--- src/rtl/iso_rep_pkg.sv ---
package iso_rep_pkg;
  // Result of the side-B pulse qualifier.
  typedef struct packed {
    logic valid;       // low has lasted at least the filter length
    logic valid_rise;  // first cycle of valid
  } qual_t;
endpackage

--- src/rtl/iso_sync.sv ---
module iso_sync #(
  parameter int unsigned STAGES  = 2,
  parameter logic        RST_VAL = 1'b0
) (
  input  logic clk,
  input  logic rst,
  input  logic d,
  output logic q
);
  logic [STAGES-1:0] stage_r;

  generate
    if (STAGES == 1) begin : g_one
      always_ff @(posedge clk) begin
        if (rst) stage_r <= RST_VAL;
        else     stage_r <= d;
      end
    end else begin : g_chain
      always_ff @(posedge clk) begin
        if (rst) stage_r <= {STAGES{RST_VAL}};
        else     stage_r <= {stage_r[STAGES-2:0], d};
      end
    end
  endgenerate

  assign q = stage_r[STAGES-1];
endmodule

--- src/rtl/iso_pulse_qual.sv ---
module iso_pulse_qual
  import iso_rep_pkg::*;
#(
  parameter int unsigned FILT_CYCLES = 4
) (
  input  logic  clk,
  input  logic  rst,
  input  logic  sense_n,
  output qual_t qual
);
  localparam int unsigned CW = $clog2(FILT_CYCLES + 1);
  localparam logic [CW-1:0] FULL = CW'(FILT_CYCLES);

  logic [CW-1:0] low_cnt;
  logic          valid_q;
  logic          valid;

  always_ff @(posedge clk) begin
    if (rst)               low_cnt <= '0;
    else if (sense_n)      low_cnt <= '0;
    else if (low_cnt != FULL) low_cnt <= low_cnt + 1'b1;
  end

  assign valid = (low_cnt == FULL);

  always_ff @(posedge clk) begin
    if (rst) valid_q <= 1'b0;
    else     valid_q <= valid;
  end

  assign qual.valid      = valid;
  assign qual.valid_rise = valid & ~valid_q;

  // a qualified strobe is only ever seen right after a sampled low
  a_r1_valid_after_low: assert property (@(posedge clk) disable iff (rst)
    valid |-> $past(!sense_n));
endmodule

--- src/rtl/iso_assert_latch.sv ---
module iso_assert_latch (
  input  logic clk,
  input  logic rst,
  input  logic set_evt,
  input  logic ret_low,
  output logic flag
);
  always_ff @(posedge clk) begin
    if (rst)          flag <= 1'b0;
    else if (set_evt) flag <= 1'b1;
    else if (ret_low) flag <= 1'b0;
  end

  a_r2_set_on_strobe: assert property (@(posedge clk) disable iff (rst)
    set_evt |=> flag);

  a_r2_hold_until_return: assert property (@(posedge clk) disable iff (rst)
    (flag && !ret_low) |=> flag);

  a_r4_clear_on_return: assert property (@(posedge clk) disable iff (rst)
    (ret_low && !set_evt) |=> !flag);
endmodule

--- src/rtl/iso_far_end.sv ---
module iso_far_end #(
  parameter int unsigned SYNC_STAGES = 2
) (
  input  logic clk,
  input  logic rst,
  input  logic ba_rx,
  input  logic a_sense_n,
  output logic a_pull_low,
  output logic ab_tx_n
);
  iso_sync #(.STAGES(SYNC_STAGES), .RST_VAL(1'b0)) u_drv_sync (
    .clk(clk), .rst(rst), .d(ba_rx), .q(a_pull_low)
  );

  iso_sync #(.STAGES(SYNC_STAGES), .RST_VAL(1'b1)) u_lvl_sync (
    .clk(clk), .rst(rst), .d(a_sense_n), .q(ab_tx_n)
  );
endmodule

--- src/rtl/iso_line_repeater.sv ---
module iso_line_repeater
  import iso_rep_pkg::*;
#(
  parameter int unsigned FILT_CYCLES = 4,
  parameter int unsigned SYNC_STAGES = 2
) (
  input  logic clk,
  input  logic rst,
  input  logic b_sense_n,
  output logic b_pull_low,
  output logic ba_tx,
  input  logic ab_rx_n,
  input  logic ba_rx,
  input  logic a_sense_n,
  output logic a_pull_low,
  output logic ab_tx_n
);
  qual_t qual;
  logic  flag;
  logic  ret_n_s;
  logic  ret_low;

  iso_pulse_qual #(.FILT_CYCLES(FILT_CYCLES)) u_qual (
    .clk(clk), .rst(rst), .sense_n(b_sense_n), .qual(qual)
  );

  iso_sync #(.STAGES(SYNC_STAGES), .RST_VAL(1'b1)) u_ret_sync (
    .clk(clk), .rst(rst), .d(ab_rx_n), .q(ret_n_s)
  );
  assign ret_low = ~ret_n_s;

  iso_assert_latch u_latch (
    .clk(clk), .rst(rst), .set_evt(qual.valid_rise), .ret_low(ret_low),
    .flag(flag)
  );

  // Channel drive stretched by the flag until the round trip completes.
  assign ba_tx = qual.valid | flag;
  // Weak side-B drive: own assertion plus anything returning from side A.
  assign b_pull_low = qual.valid | flag | ret_low;

  iso_far_end #(.SYNC_STAGES(SYNC_STAGES)) u_far (
    .clk(clk), .rst(rst), .ba_rx(ba_rx), .a_sense_n(a_sense_n),
    .a_pull_low(a_pull_low), .ab_tx_n(ab_tx_n)
  );

  // reset releases every drive in the next cycle
  a_r10_reset_release: assert property (@(posedge clk)
    rst |=> (!ba_tx && !b_pull_low && !a_pull_low));

  // channel drive never starts while side B is sensed idle
  a_r9_no_tx_from_return: assert property (@(posedge clk) disable iff (rst)
    ($rose(ba_tx)) |-> $past(!b_sense_n));
endmodule

--- config.mk ---
export PLATFORM = sky130hd
export DESIGN_NAME = iso_line_repeater
export DESIGN_NICKNAME = d
export VERILOG_FILES = /design/src/rtl/iso_rep_pkg.sv /design/src/rtl/iso_sync.sv /design/src/rtl/iso_pulse_qual.sv /design/src/rtl/iso_assert_latch.sv /design/src/rtl/iso_far_end.sv /design/src/rtl/iso_line_repeater.sv
export SDC_FILE = /design/constraint.sdc
export NUM_CORES = 1
export LEC_CHECK = 0
export BUFFER_PORTS_ARGS = -buffer_cell sky130_fd_sc_hd__buf_2
export CAP_MARGIN = 20
export CORE_AREA = 8 8 45 47
export CTS_BUF_LIST = sky130_fd_sc_hd__clkbuf_8
export DETAILED_ROUTE_END_ITERATION = 7
export DIE_AREA = 0 0 53 55
export PLACE_DENSITY = 0.54
export SKIP_CTS_REPAIR_TIMING = 1
export SYNTH_ARGS = -nofsm -noshare
export SYNTH_HDL_FRONTEND = slang
export SYNTH_SLANG_ARGS = --single-unit
--- constraint.sdc ---
create_clock -name clk -period 3.5 [get_ports clk]
set_input_delay 0.525 -clock clk [delete_from_list [all_inputs] [get_ports clk]]
set_output_delay 0.525 -clock clk [all_outputs]
set_load 0.05 [all_outputs]
==> run summary <==
==========================================================================================
Average size of a mapped cell                                                     10.7 um2
Leading cell type in the layout, fill and taps excluded                       sky130_fd_sc_hd__dfxtp_1
Static Leak                                                                       0.230 nW
Clock root buffer master                                                      sky130_fd_sc_hd__clkbuf_8
Total routed wirelength                                                             645 um
Net count of the mapped netlist                                                         47
Proportion of netlist area held by the largest area contributor                      0.527
Clock latency on the worst-skew pair                                               0.23 ns
Count of distinct cell types in the synthesized netlist                                 19
Post-Synth XOR/XNOR Area                                                                 0
Worst hold slack after final layout                                               0.404 ns
Cell-internal power                                                               0.215 mW
Slowest cell delay on critical path                                                0.33 ns
Main synth FF type                                                            sky130_fd_sc_hd__dfxtp_1
Maximum fanout along the worst path                                                      7
Num CTS Buffers                                                                          3
Share of synthesized area spent on multiplexers                                          0
Placer congestion estimate                                                           0.708
Effective utilization at floorplan                                                   0.302
PwrDens                                                                         535 nW/um2
Run status                                                                    finished, final reports clean
Number of top-level pins                                                                10
Clock Tree Buf Depth                                                                     2
Slew at the pin closest to its max-slew limit                                     0.252 ns
DRT Pass-1 Iters                                                                         3
Worst path required time                                                           2.97 ns
Count of state elements after synthesis                                                 11
Slowest-stage cell, CP                                                        sky130_fd_sc_hd__dfxtp_1
Share of synthesized cell area in full adder, half adder and majority cells         0.0599
Post-synthesis simple-gate area fraction                                             0.251
Post-synthesis compound-gate area fraction                                           0.105
Synth warnings                                                                           0
Endpoints failing setup                                                                  0
Number of buffer and inverter instances along the worst setup path                       2
Combinational Power Share                                                            0.077
Antenna violations before repair                                                         0
Die Wd                                                                               53 um
Critical path startpoint category                                                flip-flop
WL per Instance                                                                    9.77 um
Row count                                                                               14
Biggest area consumer among synthesized cells                                 sky130_fd_sc_hd__dfxtp_1
Total Die Area                                                                    2920 um2
Detail-routed via count per cell                                                      4.39
Number of levels the H-tree was split into                                               1
Part of the total power dissipated in the clock network                              0.441
Via count of the first global-routing pass                                             284
Maximum number of pins on one net before global-route repair                            12
Largest clock skew in the final design                                         0.000586 ns
Sequential share of power                                                            0.482
Crit path arrival time                                                             1.38 ns
Count of buffers inserted at the top-level ports                                         9
Ordered cell list for the critical path                                       inv_1 -> ha_1 -> nand2_1 -> nand3b_1 -> buf_2
Core Area                                                                         1380 um2
Slew Limit Fails                                                                         0
Final number of hold-violating endpoints                                                 0
Cell class contributing the biggest share of worst-path delay                   flip-flops
Rel. slew slack                                                                      0.833
Sw Ratio                                                                             0.213
Cell types with the largest area share after synthesis                        sky130_fd_sc_hd__dfxtp_1 53%, sky130_fd_sc_hd__ha_1 6.0%, sky130_fd_sc_hd__or2_2 6.0%
Switching power of the nets                                                      0.0584 mW
Share of synthesized area occupied by flip-flops and latches                         0.527
Number of max-cap violations                                                             0
Max IR drop VDD                                                                 0.000323 V
Sum of negative setup slack                                                           0 ns
Synthesis-to-layout area growth                                                      22.5%
RSZ-0062 raised after global routing                                                    no
FMAX                                                                             0.524 GHz
First-pass GRT wire length                                                         1160 um
Total number of vias                                                                   290
Highest-count cells in the layout ignoring fill and taps                      11 x sky130_fd_sc_hd__dfxtp_1, 9 x sky130_fd_sc_hd__buf_2, 4 x sky130_fd_sc_hd__or2_2
Die outline height                                                                   55 um
Time the final worst path needs with I/O delays and setup                          1.91 ns
Category of the worst setup path capture point                                 output port
Main combinational cell family by area after synthesis                        simple AND/OR/NAND/NOR gates
Reg area                                                                           220 um2
Num Clock Sinks                                                                         11
Post-route clock period utilization                                                  0.545
Area of combinational cells with multiple inputs                                   174 um2
Count of antenna-violating nets left after detailed routing                              0
Initial drt markers                                                                      3
Asr flop ratio synth                                                                     0
Overall fraction of global-route tracks in use                                      0.0608
Estimated wirelength of the detail-placed design                                    477 um
Layout net count                                                                        59
Total overflow reported by the global router                                             0
Syn Std Cell Area                                                                  418 um2
Filler Cell Count                                                                      148
Worst setup path category                                                     flip-flop to output port
Number of enable-type register cells in the synthesized netlist                          0
Clock slew at reported path FFs                                                    0.05 ns
Number of instances in the synthesized netlist                                          39
Residual DRC count                                                                       0
Fraction of final layout cells with drive strength greater than 1                    0.380
TritonCTS clock tree                                                                   yes
Worst hold path class                                                         flip-flop to flip-flop
Antenna cell count                                                                       0
==========================================================================================
[flip-flops by register name, summed over array words and instances, names as in the netlist]
| signal | cells |
|---|---|
| u_far.u_drv_sync.stage_r | 2 |
| u_far.u_lvl_sync.stage_r | 2 |
| u_latch.flag | 1 |
| u_qual.low_cnt | 3 |
| u_qual.valid_q | 1 |
| u_ret_sync.stage_r | 2 |
[layout make-up]
cell class,instances,share of cell area
inverter,2,0.0147
clock buffer,3,0.0807
multi-input combinational,24,0.340
tap,16,0.0391
sequential,11,0.430
clock inverter,1,0.00733
timing repair buffer,9,0.0880
[power by group through the flow]
stage / logic [mW] / registers (mW) / clock network [mW]
2_1_floorplan: 0.0123 / 0.137 / 0
3_3_place_gp: 0.0214 / 0.134 / 0
3_5_place_dp: 0.0215 / 0.134 / 0
4_1_cts: 0.0215 / 0.132 / 0.125
5_1_grt: 0.0234 / 0.132 / 0.133
6_report: 0.0211 / 0.132 / 0.121
[synth_stat cells, types with 2 or more instances]
cell type                  number
sky130_fd_sc_hd__dfxtp_1       11
sky130_fd_sc_hd__ha_1           2
sky130_fd_sc_hd__inv_1          2
sky130_fd_sc_hd__nand2_1        2
sky130_fd_sc_hd__nand3_1        2
sky130_fd_sc_hd__nand3b_1       2
sky130_fd_sc_hd__nor2_1         2
sky130_fd_sc_hd__nor2b_1        2
sky130_fd_sc_hd__or2_2          4
[worst reg2reg max path, stage by stage (launching register included)]
cell and delay (ns):
sky130_fd_sc_hd__dfxtp_1 0.37, sky130_fd_sc_hd__inv_1 0.06, sky130_fd_sc_hd__ha_1 0.27, sky130_fd_sc_hd__a21o_2 0.23
sky130_fd_sc_hd__a211oi_1 0.19
[kinds of logic (layout without fill, tap and decap cells)]
kind of cell	after synthesis	after routing
compound gates	5	5
fa+ha+maj	2	2
buf+inv	4	15
flops	11	11
simple gates	17	17
[per-layer routing]
metal  share of wire  wire length [um]  track usage  vias up
li1                -                 -            -      152
met1            0.44               287       0.0534      124
met2            0.39               253       0.0781       10
met3            0.10                65       0.0401        4
met4           0.062                40       0.0905        0
met5               0                 0            0        -
[stage by stage]
stage | cells | utilization | instance area [um2] | setup slack [ns] | total power [mW]
after global routing | 66 | 0.370 | 512 | 1.46 | 0.289
after CTS | 66 | 0.370 | 512 | 1.58 | 0.278
final | 66 | 0.370 | 512 | 1.59 | 0.274
after detailed placement | 62 | 0.337 | 467 | 1.84 | 0.156
after global placement | 62 | 0.337 | 467 | 1.87 | 0.156
after floorplan | 39 | - | 418 | 1.83 | 0.149
[worst paths after layout]
path,startpoint,to,slack [ns],cells past startpoint
max reg2reg,u_qual.low_cnt[0],u_qual.low_cnt[0],2.31,4
min,u_ret_sync.stage_r[0],u_ret_sync.stage_r[1],0.40,1
min reg2reg,u_ret_sync.stage_r[0],u_ret_sync.stage_r[1],0.40,1
max,u_qual.low_cnt[0],b_pull_low,1.59,5
Power figures use the tool's default switching activity.
